==> config.mk <==
export PLATFORM = sky130hd
export DESIGN_NAME = nchance_victim_picker
export DESIGN_NICKNAME = d
export VERILOG_FILES = /design/src/rtl/nchance_pkg.sv /design/src/rtl/nchance_frame_slot.sv /design/src/rtl/nchance_hand_ctrl.sv /design/src/rtl/nchance_victim_picker.sv
export SDC_FILE = /design/constraint.sdc
export NUM_CORES = 1
export LEC_CHECK = 0
export ABC_AREA = 1
export BUFFER_PORTS_ARGS = -buffer_cell sky130_fd_sc_hd__buf_4
export CAP_MARGIN = 20
export CELL_PAD_IN_SITES_DETAIL_PLACEMENT = 1
export CELL_PAD_IN_SITES_GLOBAL_PLACEMENT = 2
export CORE_MARGIN = 4
export CORE_UTILIZATION = 35
export DETAILED_ROUTE_END_ITERATION = 8
export PLACE_DENSITY = 0.8
export RECOVER_POWER = 25
export SLEW_MARGIN = 20
export SYNTH_ARGS = -nofsm -noshare
export SYNTH_HDL_FRONTEND = slang
export SYNTH_SLANG_ARGS = --single-unit
==> constraint.sdc <==
create_clock -name clk -period 2.6 [get_ports clk]
set_input_delay 0.13 -clock clk [delete_from_list [all_inputs] [get_ports clk]]
set_output_delay 0.13 -clock clk [all_outputs]
set_load 0.03 [all_outputs]
==> src/rtl/nchance_pkg.sv <==
package nchance_pkg;

   typedef enum logic {
      HAND_IDLE  = 1'b0,
      HAND_SWEEP = 1'b1
   } hand_state_e;

endpackage

==> src/rtl/nchance_frame_slot.sv <==
module nchance_frame_slot #(
   parameter int CLEAN_CHANCES = 1,
   parameter int DIRTY_CHANCES = 2,
   parameter int WB_FLAG_AT    = 1
) (
   input  logic clk,
   input  logic rst_n,
   input  logic ref_hit,
   input  logic ref_wr,
   input  logic ack_hit,
   input  logic visit,
   output logic pick,
   output logic wb_flag,
   output logic dirty_o
);

   localparam int CNT_W = $clog2(DIRTY_CHANCES + 1);

   logic             use_q;
   logic             dirty_q;
   logic [CNT_W-1:0] cnt_q;
   logic [CNT_W:0]   cnt_inc;
   logic [CNT_W:0]   limit;
   logic             sweep_hit;
   logic             spent;

   always_comb begin
      sweep_hit = visit && !ref_hit;
      spent     = sweep_hit && !use_q;
      cnt_inc   = {1'b0, cnt_q} + (CNT_W+1)'(1);
      limit     = dirty_q ? (CNT_W+1)'(DIRTY_CHANCES) : (CNT_W+1)'(CLEAN_CHANCES);
      pick      = spent && (cnt_inc >= limit);
      wb_flag   = spent && dirty_q && !pick && (cnt_inc == (CNT_W+1)'(WB_FLAG_AT));
   end

   assign dirty_o = dirty_q;

   always_ff @(posedge clk) begin
      if (!rst_n) begin
         use_q   <= 1'b0;
         dirty_q <= 1'b0;
         cnt_q   <= '0;
      end else begin
         if (ref_hit) begin
            use_q <= 1'b1;
         end else if (visit) begin
            use_q <= 1'b0;
         end

         if (visit && (ref_hit || use_q || pick)) begin
            cnt_q <= '0;
         end else if (spent) begin
            cnt_q <= cnt_inc[CNT_W-1:0];
         end

         if (ref_hit && ref_wr) begin
            dirty_q <= 1'b1;
         end else if (pick || ack_hit) begin
            dirty_q <= 1'b0;
         end
      end
   end

   // a reference always leaves the used flag set
   p_ref_sets_use_r2: assert property (@(posedge clk) disable iff (!rst_n)
      ref_hit |=> use_q);

   // a store reference leaves the modified flag set
   p_store_sets_dirty_r2: assert property (@(posedge clk) disable iff (!rst_n)
      (ref_hit && ref_wr) |=> dirty_q);

   // a used frame under the hand is cleared and keeps a zero count
   p_used_visit_clears_r3: assert property (@(posedge clk) disable iff (!rst_n)
      (visit && use_q && !ref_hit) |=> (!use_q && cnt_q == '0));

   // acknowledge clears the modified flag unless a store lands together
   p_ack_clears_dirty_r6: assert property (@(posedge clk) disable iff (!rst_n)
      (ack_hit && !(ref_hit && ref_wr)) |=> !dirty_q);

   // the chosen frame comes back fully wiped
   p_victim_wiped_r9: assert property (@(posedge clk) disable iff (!rst_n)
      pick |=> (!use_q && !dirty_q && cnt_q == '0));

   // a colliding reference leaves the frame used with zero count
   p_ref_wins_visit_r10: assert property (@(posedge clk) disable iff (!rst_n)
      (visit && ref_hit) |=> (use_q && cnt_q == '0));

endmodule

==> src/rtl/nchance_hand_ctrl.sv <==
module nchance_hand_ctrl
   import nchance_pkg::*;
#(
   parameter int NUM_FRAMES = 32
) (
   input  logic                          clk,
   input  logic                          rst_n,
   input  logic                          fault_req,
   input  logic                          any_pick,
   input  logic                          any_wb_flag,
   input  logic                          picked_dirty,
   output logic [$clog2(NUM_FRAMES)-1:0] hand_o,
   output logic                          sweeping,
   output logic                          victim_valid,
   output logic [$clog2(NUM_FRAMES)-1:0] victim_frame,
   output logic                          victim_wb_needed,
   output logic                          wb_req_valid,
   output logic [$clog2(NUM_FRAMES)-1:0] wb_req_frame
);

   localparam int FRAME_W = $clog2(NUM_FRAMES);
   localparam logic [FRAME_W-1:0] LAST_FRAME = FRAME_W'(NUM_FRAMES - 1);

   hand_state_e      state_q;
   logic [FRAME_W-1:0] hand_q;
   logic [FRAME_W-1:0] hand_step;

   generate
      if (NUM_FRAMES == (1 << FRAME_W)) begin : g_pow2_wrap
         assign hand_step = hand_q + 1'b1;
      end else begin : g_cmp_wrap
         assign hand_step = (hand_q == LAST_FRAME) ? '0 : hand_q + 1'b1;
      end
   endgenerate

   assign sweeping = (state_q == HAND_SWEEP);
   assign hand_o   = hand_q;

   always_ff @(posedge clk) begin
      if (!rst_n) begin
         state_q          <= HAND_IDLE;
         hand_q           <= '0;
         victim_valid     <= 1'b0;
         victim_frame     <= '0;
         victim_wb_needed <= 1'b0;
         wb_req_valid     <= 1'b0;
         wb_req_frame     <= '0;
      end else begin
         victim_valid <= 1'b0;
         wb_req_valid <= 1'b0;
         case (state_q)
            HAND_IDLE: begin
               if (fault_req) begin
                  state_q <= HAND_SWEEP;
               end
            end
            HAND_SWEEP: begin
               hand_q <= hand_step;
               if (any_wb_flag) begin
                  wb_req_valid <= 1'b1;
                  wb_req_frame <= hand_q;
               end
               if (any_pick) begin
                  state_q          <= HAND_IDLE;
                  victim_valid     <= 1'b1;
                  victim_frame     <= hand_q;
                  victim_wb_needed <= picked_dirty;
               end
            end
            default: state_q <= HAND_IDLE;
         endcase
      end
   end

   // a victim pulse lasts one cycle
   p_victim_pulse_r7: assert property (@(posedge clk) disable iff (!rst_n)
      victim_valid |=> !victim_valid);

   // the search is already over when the victim is shown
   p_idle_with_victim_r7: assert property (@(posedge clk) disable iff (!rst_n)
      victim_valid |-> !sweeping);

   // the hand rests one past the reported victim
   p_hand_after_victim_r8: assert property (@(posedge clk) disable iff (!rst_n)
      victim_valid |-> (hand_q == ((victim_frame == LAST_FRAME) ? '0 : victim_frame + 1'b1)));

   // a running search continues until a frame is chosen
   p_search_holds_r12: assert property (@(posedge clk) disable iff (!rst_n)
      (sweeping && !any_pick) |=> sweeping);

   // the hand advances one frame every sweep cycle
   p_hand_steps_r3: assert property (@(posedge clk) disable iff (!rst_n)
      sweeping |=> (hand_q == $past(hand_step)));

endmodule

==> src/rtl/nchance_victim_picker.sv <==
module nchance_victim_picker #(
   parameter int NUM_FRAMES    = 32,
   parameter int CLEAN_CHANCES = 1,
   parameter int DIRTY_CHANCES = 2,
   parameter int WB_FLAG_AT    = 1
) (
   input  logic                          clk,
   input  logic                          rst_n,
   input  logic                          ref_valid,
   input  logic                          ref_write,
   input  logic [$clog2(NUM_FRAMES)-1:0] ref_frame,
   input  logic                          wb_ack_valid,
   input  logic [$clog2(NUM_FRAMES)-1:0] wb_ack_frame,
   input  logic                          fault_req,
   output logic                          busy,
   output logic                          victim_valid,
   output logic [$clog2(NUM_FRAMES)-1:0] victim_frame,
   output logic                          victim_wb_needed,
   output logic                          wb_req_valid,
   output logic [$clog2(NUM_FRAMES)-1:0] wb_req_frame
);

   localparam int FRAME_W = $clog2(NUM_FRAMES);

   generate
      if (NUM_FRAMES < 2) begin : g_bad_frames
         $error("nchance_victim_picker: NUM_FRAMES must be at least 2");
      end
      if (CLEAN_CHANCES < 1) begin : g_bad_clean
         $error("nchance_victim_picker: CLEAN_CHANCES must be at least 1");
      end
      if (DIRTY_CHANCES < CLEAN_CHANCES) begin : g_bad_dirty
         $error("nchance_victim_picker: DIRTY_CHANCES must not be below CLEAN_CHANCES");
      end
      if (WB_FLAG_AT < 1 || WB_FLAG_AT >= DIRTY_CHANCES) begin : g_bad_wb
         $error("nchance_victim_picker: WB_FLAG_AT must lie in 1..DIRTY_CHANCES-1");
      end
   endgenerate

   logic [FRAME_W-1:0]    hand;
   logic                  sweeping;
   logic [NUM_FRAMES-1:0] ref_hit_vec;
   logic [NUM_FRAMES-1:0] ack_hit_vec;
   logic [NUM_FRAMES-1:0] visit_vec;
   logic [NUM_FRAMES-1:0] pick_vec;
   logic [NUM_FRAMES-1:0] wb_flag_vec;
   logic [NUM_FRAMES-1:0] dirty_vec;
   logic                  any_pick;
   logic                  any_wb_flag;
   logic                  picked_dirty;

   generate
      for (genvar i = 0; i < NUM_FRAMES; i++) begin : g_slot
         assign ref_hit_vec[i] = ref_valid && (ref_frame == FRAME_W'(i));
         assign ack_hit_vec[i] = wb_ack_valid && (wb_ack_frame == FRAME_W'(i));
         assign visit_vec[i]   = sweeping && (hand == FRAME_W'(i));

         nchance_frame_slot #(
            .CLEAN_CHANCES (CLEAN_CHANCES),
            .DIRTY_CHANCES (DIRTY_CHANCES),
            .WB_FLAG_AT    (WB_FLAG_AT)
         ) u_slot (
            .clk     (clk),
            .rst_n   (rst_n),
            .ref_hit (ref_hit_vec[i]),
            .ref_wr  (ref_write),
            .ack_hit (ack_hit_vec[i]),
            .visit   (visit_vec[i]),
            .pick    (pick_vec[i]),
            .wb_flag (wb_flag_vec[i]),
            .dirty_o (dirty_vec[i])
         );
      end
   endgenerate

   assign any_pick     = |pick_vec;
   assign any_wb_flag  = |wb_flag_vec;
   assign picked_dirty = dirty_vec[hand];
   assign busy         = sweeping;

   nchance_hand_ctrl #(
      .NUM_FRAMES (NUM_FRAMES)
   ) u_hand (
      .clk              (clk),
      .rst_n            (rst_n),
      .fault_req        (fault_req),
      .any_pick         (any_pick),
      .any_wb_flag      (any_wb_flag),
      .picked_dirty     (picked_dirty),
      .hand_o           (hand),
      .sweeping         (sweeping),
      .victim_valid     (victim_valid),
      .victim_frame     (victim_frame),
      .victim_wb_needed (victim_wb_needed),
      .wb_req_valid     (wb_req_valid),
      .wb_req_frame     (wb_req_frame)
   );

   // at most one frame is chosen per cycle
   p_single_pick_r7: assert property (@(posedge clk) disable iff (!rst_n)
      $onehot0(pick_vec));

   // the write-back request names a frame that still holds unsaved data
   p_wb_req_dirty_r5: assert property (@(posedge clk) disable iff (!rst_n)
      any_wb_flag |=> (wb_req_valid && dirty_vec[wb_req_frame]));

   // nothing is reported while no search has run
   p_quiet_idle_r1: assert property (@(posedge clk) disable iff (!rst_n)
      (!sweeping) |=> (!victim_valid && !wb_req_valid));

endmodule

==> metrics.md, run 1 <==
| Metric | Value |
|---|---|
| Power Total | 5920 uW |
| Final slew viol count | 0 |
| Total clock buffers created by CTS | 17 |
| Async S/R FF share, synth | 0% |
| Synthesized flop and latch total | 147 |
| Clk pin slew, worst setup/hold paths | 0.07 ns |
| Lkg Pwr | 0.00581 uW |
| Filler cells | 4119 |
| Critical Path AT | 2.80 ns |
| DR iter-0 viols | 600 |
| Final cell utilization of the core | 41.6% |
| Critical-path top delay cell | dfxtp_2 |
| Gr ovfl total | 0 |
| Worst-margin pin slew | 0.648 ns |
| Cell taking the most area after synthesis | dfxtp_1 |
| Synthesis warning total | 0 |
| Clock Skew | 0.0108 ns |
| Layout cells sized above 1 | 8.37% |
| VDD IR-drop max | 411 uV |
| Initial Util | 35.7% |
| Antenna-violating nets left | 0 |
| Num ports | 30 |
| Drt pass-1 iters | 6 |
| Die height | 185 um |
| Initial antenna violation count | 0 |
| Yosys cell types | 33 |
| Root buffer cell | clkbuf_16 |
| Port Buffers | 29 |
| Die width | 185 um |
| Maximum clock frequency | 0.405 GHz |
| Cells after Synth | 1727 |
| Max clock buf depth | 2 |
| Core footprint | 0.0307 mm^2 |
| Cell Pwr Density | 463 mW/mm^2 |
| N_diodes | 0 |
| Critical Path End Type | flop |
| Drt via density | 5.03 |
| GP Congestion | 0.940 |
| Worst Hold Class | input port to flop |
| Seq/Total Area, Yosys | 26.8% |
| Area after DPL | 0.0122 mm^2 |
| # H-tree levels | 4 |
| DP Wirelength | 30500 um |
| Fin Setup TNS | 0 ns |
| Finish-stage setup viols | 0 |
| Design Area, Final | 0.0128 mm^2 |
| Status | complete, no violations |
| Syn Nets | 1877 |
| Gr usage total | 23.2% |
| DIE AREA | 0.0342 mm^2 |
| Number of max-cap violations | 0 |
| DRC | 0 |
| Most frequent CP cell | nand2_1 |
| Routed length per instance | 17.4 um |
| Post-synth top area share | 26.8% |
| Number of cells after detailed placement | 2192 |
| Min cycle time layout | 2.47 ns |
| Post-synth top flop | dfxtp_1 |
| Final hold violation count | 0 |
| Post-synth EDFFs | 0 |
| Syn_area_per_cell | 6.35 um^2 |
| Drt total wl | 38700 um |
| Synth area leaders | dfxtp_1, nand2_1, ha_1, inv_1, a21oi_1 |
| Vias post-DR | 11200 |
| Vias in the first global route | 11500 |
| Post-Syn Area | 0.0110 mm^2 |
| Row count | 64 |
| Worst EP required | 2.93 ns |
| Area Overhead vs Synth | 16.5% |
| Multi-input gate area | 0.00675 mm^2 |
| Cell Chain, Critical Path | inv_1 > ha_1 > nand3_1 > nor2_1 > nand3_1 > inv_2 > nand2_1 > nand2_1 > nor2_1 > buf_4 > nand2_1 > nor2_4 > buf_12 > nand4_1 > nand2_1 |
| Final period util | 95.0% |
| Slew headroom | 56.6% |
| Critical Path Start Type | flop |
| Global-route wire length before repair | 61900 um |
| Crit Path Class | flop to flop |
| Final cell count without fillers | 2225 |
| Reg area | 0.00295 mm^2 |
| Crit-path max cell delay | 0.36 ns |
| Final nets | 1967 |
| Clk Latency, worst-skew pair | 0.45 ns |
| Clock sinks | 147 |
| Max FO, Critical Path | 7 |
| Pin count of the biggest net entering global routing | 46 |
| CTS tree | built |
-- critical path, delay by kind of cell (launching register included) --
family	cells	cell delay, ns
AND/OR/NAND/NOR	10	1.17
buffers and inverters	4	0.56
flip-flops	1	0.36
adder cells (fa/ha/maj)	1	0.27
-- power breakdown --
part	switching (uW)	leakage [uW]	total [uW]	internal, uW
Sequential	45.3	0.00119	2340	2300
Clock	1100	0.000293	2670	1560
Combinational	632	0.00433	915	283
Total	1780	0.00581	5920	4140
-- path summary, 6_finish.rpt --
check | from | to | slack [ns] | cells past startpoint
worst min-delay path | ref_frame[1] | g_slot[16].u_slot.dirty_o | 0.10 | 4
worst min register to register | g_slot[31].u_slot.use_q | g_slot[31].u_slot.use_q | 0.47 | 2
worst max-delay path | u_hand.hand_o[1] | u_hand.victim_wb_needed | 0.13 | 15
worst max register to register | u_hand.hand_o[1] | u_hand.victim_wb_needed | 0.13 | 15
-- cell usage after synthesis, types with 2 or more instances --
master	n
nand4_1	25
o31ai_1	4
nor2_4	2
and3_1	3
inv_2	8
nor2_2	4
nand2_2	2
nand3_1	124
ha_1	102
inv_1	300
buf_2	4
fa_1	32
buf_1	2
a21oi_1	151
o21ai_0	68
nand2_1	505
dfxtp_1	147
nand3b_1	17
nor3_1	3
o21bai_1	3
clkbuf_1	24
nor2_1	183
buf_4	4
-- repair_timing --
| item | in CTS | in global routing |
|---|---|---|
| hold endpoints to repair | 1 | 0 |
| endpoints found under the setup margin | 5 | 13 |
| hold buffers | 1 | 0 |
| pin swaps | 0 | 1 |
| buffers inserted | 0 | 1 |
| resized for setup | 1 | 13 |
-- metal layers --
layer,up-vias,wire length [um],track usage [%]
li1,5565,-,-
met1,5441,18000,31.1
met2,153,18600,39.8
met3,35,1460,3.18
met4,0,603,5.73
met5,-,0,0
-- cells in the final DEF (no fill, tap or decap), types with 4 or more instances in the layout --
cell | netlist | final
nand4_1 | 25 | 25
nand3b_1 | 17 | 17
ha_1 | 102 | 101
clkinv_4 | 0 | 4
clkbuf_1 | 24 | 14
nand3_1 | 124 | 124
buf_4 | 4 | 85
clkbuf_16 | 0 | 17
nor2_4 | 2 | 4
nor2_2 | 4 | 9
fa_1 | 32 | 32
nand2_1 | 505 | 505
a21oi_1 | 151 | 151
nor2_1 | 183 | 176
buf_12 | 0 | 6
dfxtp_1 | 147 | 143
o31ai_1 | 4 | 4
o21ai_0 | 68 | 68
dfxtp_2 | 0 | 4
inv_2 | 8 | 8
inv_1 | 300 | 300
-- logic make-up (layout without fill, tap and decap cells) --
kind of cell    after synthesis  in the layout  share of synthesized area (%)
fa+ha+maj                   134            134                           17.5
simple gates                873            873                           33.0
buf+inv                     343            445                           11.9
flops                       147            147                           26.8
compound gates              229            229                           10.7
xor+xnor                      1              1                         0.0799
-- sequential cells by signal, summed over array words and instances (netlist names) --
| signal | cells |
|---|---|
| u_hand.wb_req_valid | 1 |
| g_slot.u_slot.dirty_o | 32 |
| u_hand.wb_req_frame | 5 |
| u_hand.victim_wb_needed | 1 |
| u_hand.hand_o | 5 |
| u_hand.victim_valid | 1 |
| g_slot.u_slot.cnt_q | 64 |
| u_hand.sweeping | 1 |
| u_hand.victim_frame | 5 |
| g_slot.u_slot.use_q | 32 |
-- final cells by class --
| class | count | share of cell area [%] |
|---|---|---|
| Timing Repair Buffer | 105 | 6.39 |
| Tap cell | 396 | 3.88 |
| Clock buffer | 20 | 3.57 |
| Sequential cell | 147 | 23.1 |
| Inverter | 309 | 9.07 |
| Multi-Input combinational cell | 1237 | 52.8 |
| Clock inverter | 11 | 1.20 |
-- per-stage QoR --
stage / setup slack (ns) / hold slack, ns
floorplan: 0.481 / 0.302
global placement: -0.0136 / 0.429
detailed placement: -0.0700 / 0.439
CTS: 0.00462 / 0.0786
global route: -0.0236 / 0.111
finish: 0.129 / 0.103
No activity file was read; power rests on OpenSTA's default activity.
==> inputs of run 2 (changes only) <==
--- a/config.mk
+++ b/config.mk
@@ -11,11 +11,12 @@
 export CELL_PAD_IN_SITES_DETAIL_PLACEMENT = 1
 export CELL_PAD_IN_SITES_GLOBAL_PLACEMENT = 2
 export CORE_MARGIN = 4
-export CORE_UTILIZATION = 35
+export CORE_UTILIZATION = 36
 export DETAILED_ROUTE_END_ITERATION = 8
-export PLACE_DENSITY = 0.8
+export PLACE_DENSITY = 0.81
 export RECOVER_POWER = 25
 export SLEW_MARGIN = 20
 export SYNTH_ARGS = -nofsm -noshare
 export SYNTH_HDL_FRONTEND = slang
+export SYNTH_HIERARCHICAL = 1
 export SYNTH_SLANG_ARGS = --single-unit
==> run 2 against run 1 <==
  * Global-route usage shrank 1.4 points
  * Hold slack better by 0.061 ns
  * Clock skew increased by 0.0027 ns
  * Power is 4.2% lower
  * Flip-flop and latch count did not move
  * Critical path type unchanged
==> metrics.md, run 2 <==
| Metric | Value |
|---|---|
| Worst-margin pin slew | 0.910 ns (was 0.648 ns) |
| Clk pin slew, worst setup/hold paths | 0.07 ns (about the same) |
| Synthesis warning total | 6 (was 0) |
| Multi-input gate area | 0.00712 mm^2 (was 0.00675 mm^2) |
| Largest family of logic cells by synthesized area | simple AND/OR/NAND/NOR gates (unchanged) |
| Total clock buffers created by CTS | 17 (unchanged) |
| Final slew viol count | 0 (unchanged) |
| Critical Path End Type | flop (unchanged) |
| Finish-stage setup viols | 0 (unchanged) |
| Worst Hold Class | input port to flop (unchanged) |
| Die height | 185 um (about the same) |
| Most frequent cells in the layout | nand2_1, inv_1, nor2_1, buf_4, dfxtp_1 (was nand2_1, inv_1, nor2_1, a21oi_1, dfxtp_1) |
| Max clock buf depth | 2 (unchanged) |
| Top cells by count, synth | nand2_1, nor2_1, inv_1 (was nand2_1, inv_1, nor2_1) |
| VDD IR-drop max | 418 uV (was 411 uV) |
| N_diodes | 0 (unchanged) |
| DP Wirelength | 28900 um (was 30500 um) |
| Layout cells sized above 1 | 31.9% (was 8.37%) |
| Max FO, Critical Path | 7 (unchanged) |
| Final hold violation count | 0 (unchanged) |
| Clock Skew | 0.0135 ns (was 0.0108 ns) |
| Post-Syn Area | 0.0113 mm^2 (was 0.0110 mm^2) |
| Antenna-violating nets left | 0 (unchanged) |
| Reg2reg end | u_hand/wb_req_frame[1] (was u_hand.victim_wb_needed) |
| Crit Path Class | flop to flop (unchanged) |
| Syn_area_per_cell | 6.59 um^2 (was 6.35 um^2) |
| Gr ovfl total | 0 (unchanged) |
| Combinational Power Share | 11.1% (was 15.5%) |
| DR iter-0 viols | 405 (was 600) |
| Clk Latency, worst-skew pair | 0.45 ns (about the same) |
| Routed length per instance | 15.3 um (was 17.4 um) |
| Net load switching power | 1530 uW (was 1780 uW) |
| Critical Path Start Type | flop (unchanged) |
| Max reg flops | 64 (unchanged) |
| Final nets | 2110 (was 1967) |
| Xor/xnor cell area share of the yosys netlist | 2.48% (was 0.0798%) |
| Slew headroom | 39.2% (was 56.6%) |
| Adder-cell share of the synthesized area | 16.4% (was 17.5%) |
| Cell Pwr Density | 390 mW/mm^2 (was 463 mW/mm^2) |
| Worst r2r src | g_slot[29].u_slot/dirty_o (was u_hand.hand_o[1]) |
| Row count | 64 (unchanged) |
| Reg power frac | 40.4% (was 39.5%) |
| Post-synth top flop | dfxtp_1 (unchanged) |
| Critical Path AT | 2.80 ns (about the same) |
| Internal | 4140 uW (about the same) |
| Synth Area in Compound Gates | 6.68% (was 10.7%) |
| Cell taking the most area after synthesis | dfxtp_1 (unchanged) |
| Switch share | 27.0% (was 30.0%) |
| Synthesized flop and latch total | 147 (unchanged) |
| Core footprint | 0.0307 mm^2 (unchanged) |
| Vias in the first global route | 11800 (was 11500) |
| Filler cells | 4031 (was 4119) |
| Die width | 185 um (about the same) |
| Pin count of the biggest net entering global routing | 47 (was 46) |
| Vias post-DR | 11100 (was 11200) |
| Syn Nets | 1861 (was 1877) |
| Post-Place Setup Slack | -0.250 ns (was -0.0700 ns) |
| Maximum clock frequency | 0.405 GHz (about the same) |
| # H-tree levels | 4 (unchanged) |
| Final cell utilization of the core | 47.2% (was 41.6%) |
| Lkg Pwr | 0.00700 uW (was 0.00581 uW) |
| Number of max-cap violations | 0 (unchanged) |
| Post-synth EDFFs | 0 (unchanged) |
| Yosys cell types | 28 (was 33) |
| Worst R2R Setup Slack | 0.13 ns (about the same) |
| Clock power frac | 48.5% (was 45.0%) |
| Gr usage total | 21.9% (was 23.2%) |
| Final period util | 94.9% (was 95.0%) |
| Drt via density | 4.67 (was 5.03) |
| Async S/R FF share, synth | 0% (unchanged) |
| Worst Setup EP | u_hand/wb_req_frame[1] (was u_hand.victim_wb_needed) |
| Clock sinks | 147 (unchanged) |
| Area Overhead vs Synth | 28.4% (was 16.5%) |
| Initial Util | 36.8% (was 35.7%) |
| Worst Hold Depth | 3 (was 4) |
| Count leader, synth | nand2_1 (unchanged) |
| DIE AREA | 0.0343 mm^2 (was 0.0342 mm^2) |
| Biggest register | g_slot.u_slot/cnt_q (was g_slot.u_slot.cnt_q) |
| Mux cell area share after synthesis | 0% (unchanged) |
| Global-route wire length before repair | 59400 um (was 61900 um) |
| Reg2reg path depth | 15 (unchanged) |
| Min cycle time layout | 2.47 ns (about the same) |
| Reg area | 0.00297 mm^2 (was 0.00295 mm^2) |
| CP Launch Point | g_slot[29].u_slot/dirty_o (was u_hand.hand_o[1]) |
| Num ports | 30 (unchanged) |
| DRC | 0 (unchanged) |
| Drt pass-1 iters | 5 (was 6) |
| Port Buffers | 29 (unchanged) |
| Root buffer cell | clkbuf_16 (unchanged) |
| Worst EP required | 2.93 ns (about the same) |
| Synth area leaders | dfxtp_1, nand2_1, ha_1, nor2_1, inv_1 (was dfxtp_1, nand2_1, ha_1, inv_1, a21oi_1) |
| Seq/Total Area, Yosys | 26.0% (was 26.8%) |
| Most common cell after layout, fill and taps aside | nand2_1 (unchanged) |
| Post-Synth Simple-Gate Area | 34.8% (was 33.0%) |
| Post-synth top area share | 26.0% (was 26.8%) |
| Fin worst setup slack | 0.133 ns (was 0.129 ns) |
| Status | complete, no violations (unchanged) |
| Cells after Synth | 1716 (was 1727) |
| Drt total wl | 36300 um (was 38700 um) |
| CTS tree | built (unchanged) |
| GP Congestion | 0.921 (was 0.940) |
| Initial antenna violation count | 0 (unchanged) |
run 2: cell count changes after synthesis, moves of 32 or more:
cell	change
o21ai_2	+32
o21ai_0	-60
nand2_2	+69
inv_2	+90
nand3_1	-50
nor2_1	+75
a21oi_1	-115
nor2_2	+60
nand2_1	-92
inv_1	-52
run 2: stage by stage:
stage	power, uW	TNS [ns]	instances	hold slack, ns	instance area [um^2]
2_1_floorplan	2630	0	1716	0.262	11300
3_3_place_gp	2940	-1.98	2336	0.404	13600
3_5_place_dp	2950	-1.85	2336	0.401	13600
4_1_cts	5730	-0.00775	2370	0.160	14300
5_1_grt	5890	-0.311	2374	0.199	14500
6_report	5670	0	2374	0.164	14500
run 2: area by class of cell:
class / instances / area share, %
Multi-Input combinational cell: 1176 / 49.0
Clock inverter: 14 / 1.40
Inverter: 380 / 9.92
Tap cell: 396 / 3.41
Clock buffer: 18 / 3.02
Sequential cell: 147 / 20.4
Timing Repair Buffer: 243 / 12.8
run 2: kinds of logic (layout without fill, tap and decap cells):
| kind of cell | after synthesis | count (layout) |
|---|---|---|
| AO/OA/AOI/OAI | 110 | 110 |
| flip-flops | 147 | 147 |
| XOR/XNOR | 32 | 32 |
| AND/OR/NAND/NOR | 905 | 905 |
| buffers and inverters | 393 | 655 |
| adder cells (fa/ha/maj) | 129 | 129 |
run 2: power by group through the flow:
stage	sequential [uW]	clock, uW	combinational, uW
floorplan	2350	0	283
global placement	2340	0	598
detailed placement	2340	0	606
CTS	2290	2830	611
global route	2290	2920	686
finish	2290	2750	631
run 2: how the worst min path moves through the flow:
stage                 start                   endpoint  slack [ns]
2_1_floorplan         rst_n   g_slot[0].u_slot/dirty_o        0.26
3_3_place_gp      fault_req            u_hand/sweeping        0.40
3_5_place_dp      fault_req            u_hand/sweeping        0.40
4_1_cts        ref_frame[1]     g_slot[1].u_slot/use_q        0.16
5_1_grt               rst_n           u_hand/hand_o[3]        0.20
6_report              rst_n  g_slot[10].u_slot/dirty_o        0.16
run 2: critical path, cell delays in order (launching register included):
cell and delay [ns]:
dfxtp_1 0.36, inv_1 0.11, fa_1 0.54, inv_1 0.04, nor2_1 0.08, nand2_1 0.08, nand2_1 0.09, nor2_1 0.09
nor4_2 0.35, nand2_2 0.08, nor2_2 0.12, nand2_2 0.09, nand2_4 0.14, inv_6 0.06, nor2_2 0.08, nor2_1 0.05
run 2: timing repair:
item | CTS | global route
cloned | 0 | 0
hold buffers | 1 | 0
setup endpoints to repair | 13 | 13
pin swaps | 4 | 43
hold endpoints to repair | 1 | 0
resized for setup | 12 | 105
buffers inserted | 1 | 5
run 2: routing by layer:
metal / global-route usage [%] / part of all wire (%) / vias to the layer above
met5: 0 / 0 / -
met3: 3.12 / 2.9 / 43
met4: 5.99 / 1.9 / 0
met1: 28.3 / 46 / 5301
li1: - / - / 5623
met2: 38.1 / 49 / 112
==> inputs of run 3 (changes only) <==
--- a/config.mk
+++ b/config.mk
@@ -10,13 +10,12 @@
 export CAP_MARGIN = 20
 export CELL_PAD_IN_SITES_DETAIL_PLACEMENT = 1
 export CELL_PAD_IN_SITES_GLOBAL_PLACEMENT = 2
-export CORE_MARGIN = 4
-export CORE_UTILIZATION = 36
+export CORE_MARGIN = 5
+export CORE_UTILIZATION = 35
 export DETAILED_ROUTE_END_ITERATION = 8
-export PLACE_DENSITY = 0.81
+export PLACE_DENSITY = 0.8
 export RECOVER_POWER = 25
 export SLEW_MARGIN = 20
 export SYNTH_ARGS = -nofsm -noshare
 export SYNTH_HDL_FRONTEND = slang
-export SYNTH_HIERARCHICAL = 1
 export SYNTH_SLANG_ARGS = --single-unit
==> run 3 against run 2 <==
  * Final cell count decreased by 6.9%
  * Worst setup slack worse by 0.036 ns
  * Sequential share of layout area is 2.8 points higher
  * First-iteration DRC count is 25% higher
  * Combinational power increased by 44%
  * Routed wire length grew 5.8%
  * Critical path type unchanged
  * Core utilization is 6.1 points lower
  * Sequential power increased by 2%
==> metrics.md, run 3 (synthesized netlist as in run 1, its figures left out) <==
| Metric | Value |
|---|---|
| Status | complete, no violations (unchanged) |
| Final cell count without fillers | 2210 (was 2374) |
| Max clock buf depth | 2 (unchanged) |
| Worst-margin pin slew | 1.05 ns (was 0.910 ns) |
| Final slew viol count | 0 (unchanged) |
| Initial Util | 35.7% (was 36.8%) |
| DRC | 0 (unchanged) |
| Vias post-DR | 11100 (about the same) |
| Vias in the first global route | 11400 (was 11800) |
| Num ports | 30 (unchanged) |
| Root buffer cell | clkbuf_16 (unchanged) |
| Unrepaired setup endpoints after global routing | false |
| Most frequent CP cell | nand2_1 (was nor2_1) |
| Die height | 187 um (was 185 um) |
| Die width | 187 um (was 185 um) |
| Cell Chain, Critical Path | inv_1 > ha_1 > nand3_1 > nor2_1 > nand3_1 > inv_1 > nand2_1 > nand2_1 > nor2_1 > nand2_1 > nor2_4 > buf_4 > nand4_1 > nand2_1 (was inv_1 > fa_1 > inv_1 > nor2_1 > nand2_1 > nand2_1 > nor2_1 > nor4_2 > nand2_2 > nor2_2 > nand2_2 > nand2_4 > inv_6 > nor2_2 > nor2_1) |
| Pin count of the biggest net entering global routing | 84 (was 47) |
| Fin Setup TNS | 0 ns (unchanged) |
| Final hold violation count | 0 (unchanged) |
| Layout cells sized above 1 | 7.61% (was 31.9%) |
| Reg2reg end | u_hand.victim_frame[2] (was u_hand/wb_req_frame[1]) |
| Worst R2R Setup Slack | 0.1 ns (was 0.13 ns) |
| Crit-path max cell delay | 0.40 ns (was 0.54 ns) |
| Worst EP required | 2.99 ns (was 2.93 ns) |
| WHS Endpoint | g_slot[26].u_slot.dirty_o (was g_slot[10].u_slot/dirty_o) |
| Critical Path Start Type | flop (unchanged) |
| Gr usage total | 22.2% (was 21.9%) |
| Row count | 64 (unchanged) |
| Area Overhead vs Synth | 15.2% (was 28.4%) |
| Drt pass-1 iters | 5 (unchanged) |
| Critical Path End Type | flop (unchanged) |
| Total clock buffers created by CTS | 17 (unchanged) |
| Worst Hold Depth | 4 (was 3) |
| Routed length per instance | 17.4 um (was 15.3 um) |
| Number of max-cap violations | 0 (unchanged) |
| Min cycle time layout | 2.50 ns (was 2.47 ns) |
| Drt via density | 5.04 (was 4.67) |
| Finish-stage setup viols | 0 (unchanged) |
| Drt total wl | 38400 um (was 36300 um) |
| Clk pin slew, worst setup/hold paths | 0.07 ns (about the same) |
| Core footprint | 0.0307 mm^2 (unchanged) |
| DP Wirelength | 30100 um (was 28900 um) |
| Number of cells after detailed placement | 2176 (was 2336) |
| Most common cell after layout, fill and taps aside | nand2_1 (unchanged) |
| Final nets | 1951 (was 2110) |
| Critical Path AT | 2.90 ns (was 2.80 ns) |
| Hold_sp | ref_frame[0] (was rst_n) |
| Most frequent cells in the layout | nand2_1, inv_1, nor2_1, a21oi_1, dfxtp_1 (was nand2_1, inv_1, nor2_1, buf_4, dfxtp_1) |
| # H-tree levels | 4 (unchanged) |
| Slew headroom | 29.8% (was 39.2%) |
| Biggest register | g_slot.u_slot.cnt_q (was g_slot.u_slot/cnt_q) |
| Critical-path top delay cell | dfxtp_1 (was fa_1) |
| Antenna-violating nets left | 0 (unchanged) |
| Lkg Pwr | 0.00572 uW (was 0.00700 uW) |
| Worst r2r src | u_hand.hand_o[0] (was g_slot[29].u_slot/dirty_o) |
| Clock sinks | 147 (unchanged) |
| DR iter-0 viols | 506 (was 405) |
| Cell Pwr Density | 462 mW/mm^2 (was 390 mW/mm^2) |
| Crit Path Class | flop to flop (unchanged) |
| Global-route wire length before repair | 61600 um (was 59400 um) |
| Final period util | 96.3% (was 94.9%) |
| DIE AREA | 0.0350 mm^2 (was 0.0343 mm^2) |
| CTS tree | built (unchanged) |
| Gr ovfl total | 0 (unchanged) |
| VDD IR-drop max | 483 uV (was 418 uV) |
| Final cell utilization of the core | 41.1% (was 47.2%) |
| Port Buffers | 29 (unchanged) |
| Filler cells | 4067 (was 4031) |
| Worst Hold Class | input port to flop (unchanged) |
| Clock Skew | 0.0116 ns (was 0.0135 ns) |
| Max FO, Critical Path | 5 (was 7) |
| Initial antenna violation count | 0 (unchanged) |
| Reg2reg path depth | 14 (was 15) |
| Max reg flops | 64 (unchanged) |
| Clk Latency, worst-skew pair | 0.46 ns (was 0.45 ns) |
| N_diodes | 0 (unchanged) |
| GP Congestion | 0.913 (was 0.921) |
| Maximum clock frequency | 0.399 GHz (was 0.405 GHz) |
[run 3: what timing repair did]
action,CTS,global route
buffers inserted,0,1
hold buffers,1,0
endpoints found under the setup margin,0,12
resized for setup,0,15
hold endpoints to repair,1,0
[run 3: final cells by class]
cell class / instances / area, um^2 / area share, %
timing repair buffer: 89 / 681 / 5.39
multi-input combinational: 1237 / 6760 / 53.5
sequential: 147 / 2940 / 23.3
clock buffer: 18 / 439 / 3.48
tap: 396 / 495 / 3.92
clock inverter: 14 / 156 / 1.24
inverter: 309 / 1160 / 9.21
[run 3: metal layers]
metal	vias to the layer above	routed length (um)	part of all wire [%]	track usage [%]
met2	181	18000	47	37.6
met1	5355	17800	46	29.2
met5	-	0	0	0
met3	62	1410	3.7	2.91
met4	0	1160	3.0	7.82
li1	5539	-	-	-
[run 3: power by group]
| part | switching (uW) | internal [uW] | leakage, uW | total (uW) |
|---|---|---|---|---|
| clock network | 1150 | 1450 | 0.000279 | 2590 |
| registers | 44.9 | 2290 | 0.00119 | 2340 |
| logic | 629 | 277 | 0.00425 | 906 |
| total | 1820 | 4020 | 0.00572 | 5840 |
[run 3: worst max path at each step]
stage	start	endpoint	slack (ns)	cells past startpoint
6_report	u_hand.hand_o[0]	u_hand.victim_frame[2]	0.1	14
2_1_floorplan	u_hand.hand_o[0]	u_hand.victim_frame[1]	0.48	15
3_5_place_dp	g_slot[26].u_slot.cnt_q[0]	u_hand.wb_req_frame[0]	0.09	14
4_1_cts	g_slot[26].u_slot.cnt_q[0]	u_hand.wb_req_frame[0]	0.06	14
5_1_grt	g_slot[29].u_slot.dirty_o	u_hand.wb_req_frame[2]	0.002	14
3_3_place_gp	g_slot[23].u_slot.dirty_o	u_hand.wb_req_frame[4]	0.13	15
[run 3: worst max-delay path: cells and delay by family, from the launching register on]
family / cells / cell delay, ns
fa+ha+maj: 1 / 0.26
buf+inv: 3 / 0.36
flops: 1 / 0.40
simple gates: 10 / 1.41
[run 3: metrics by stage]
step                area (um^2)  power [uW]  setup WS (ns)  hold WS (ns)
floorplan                 11000        2860          0.481         0.302
global placement          12000        3270          0.126         0.418
detailed placement        12000        3290         0.0862         0.423
CTS                       12600        5910         0.0622        0.0922
global route              12600        6060        0.00177         0.117
finish                    12600        5840         0.0968         0.115
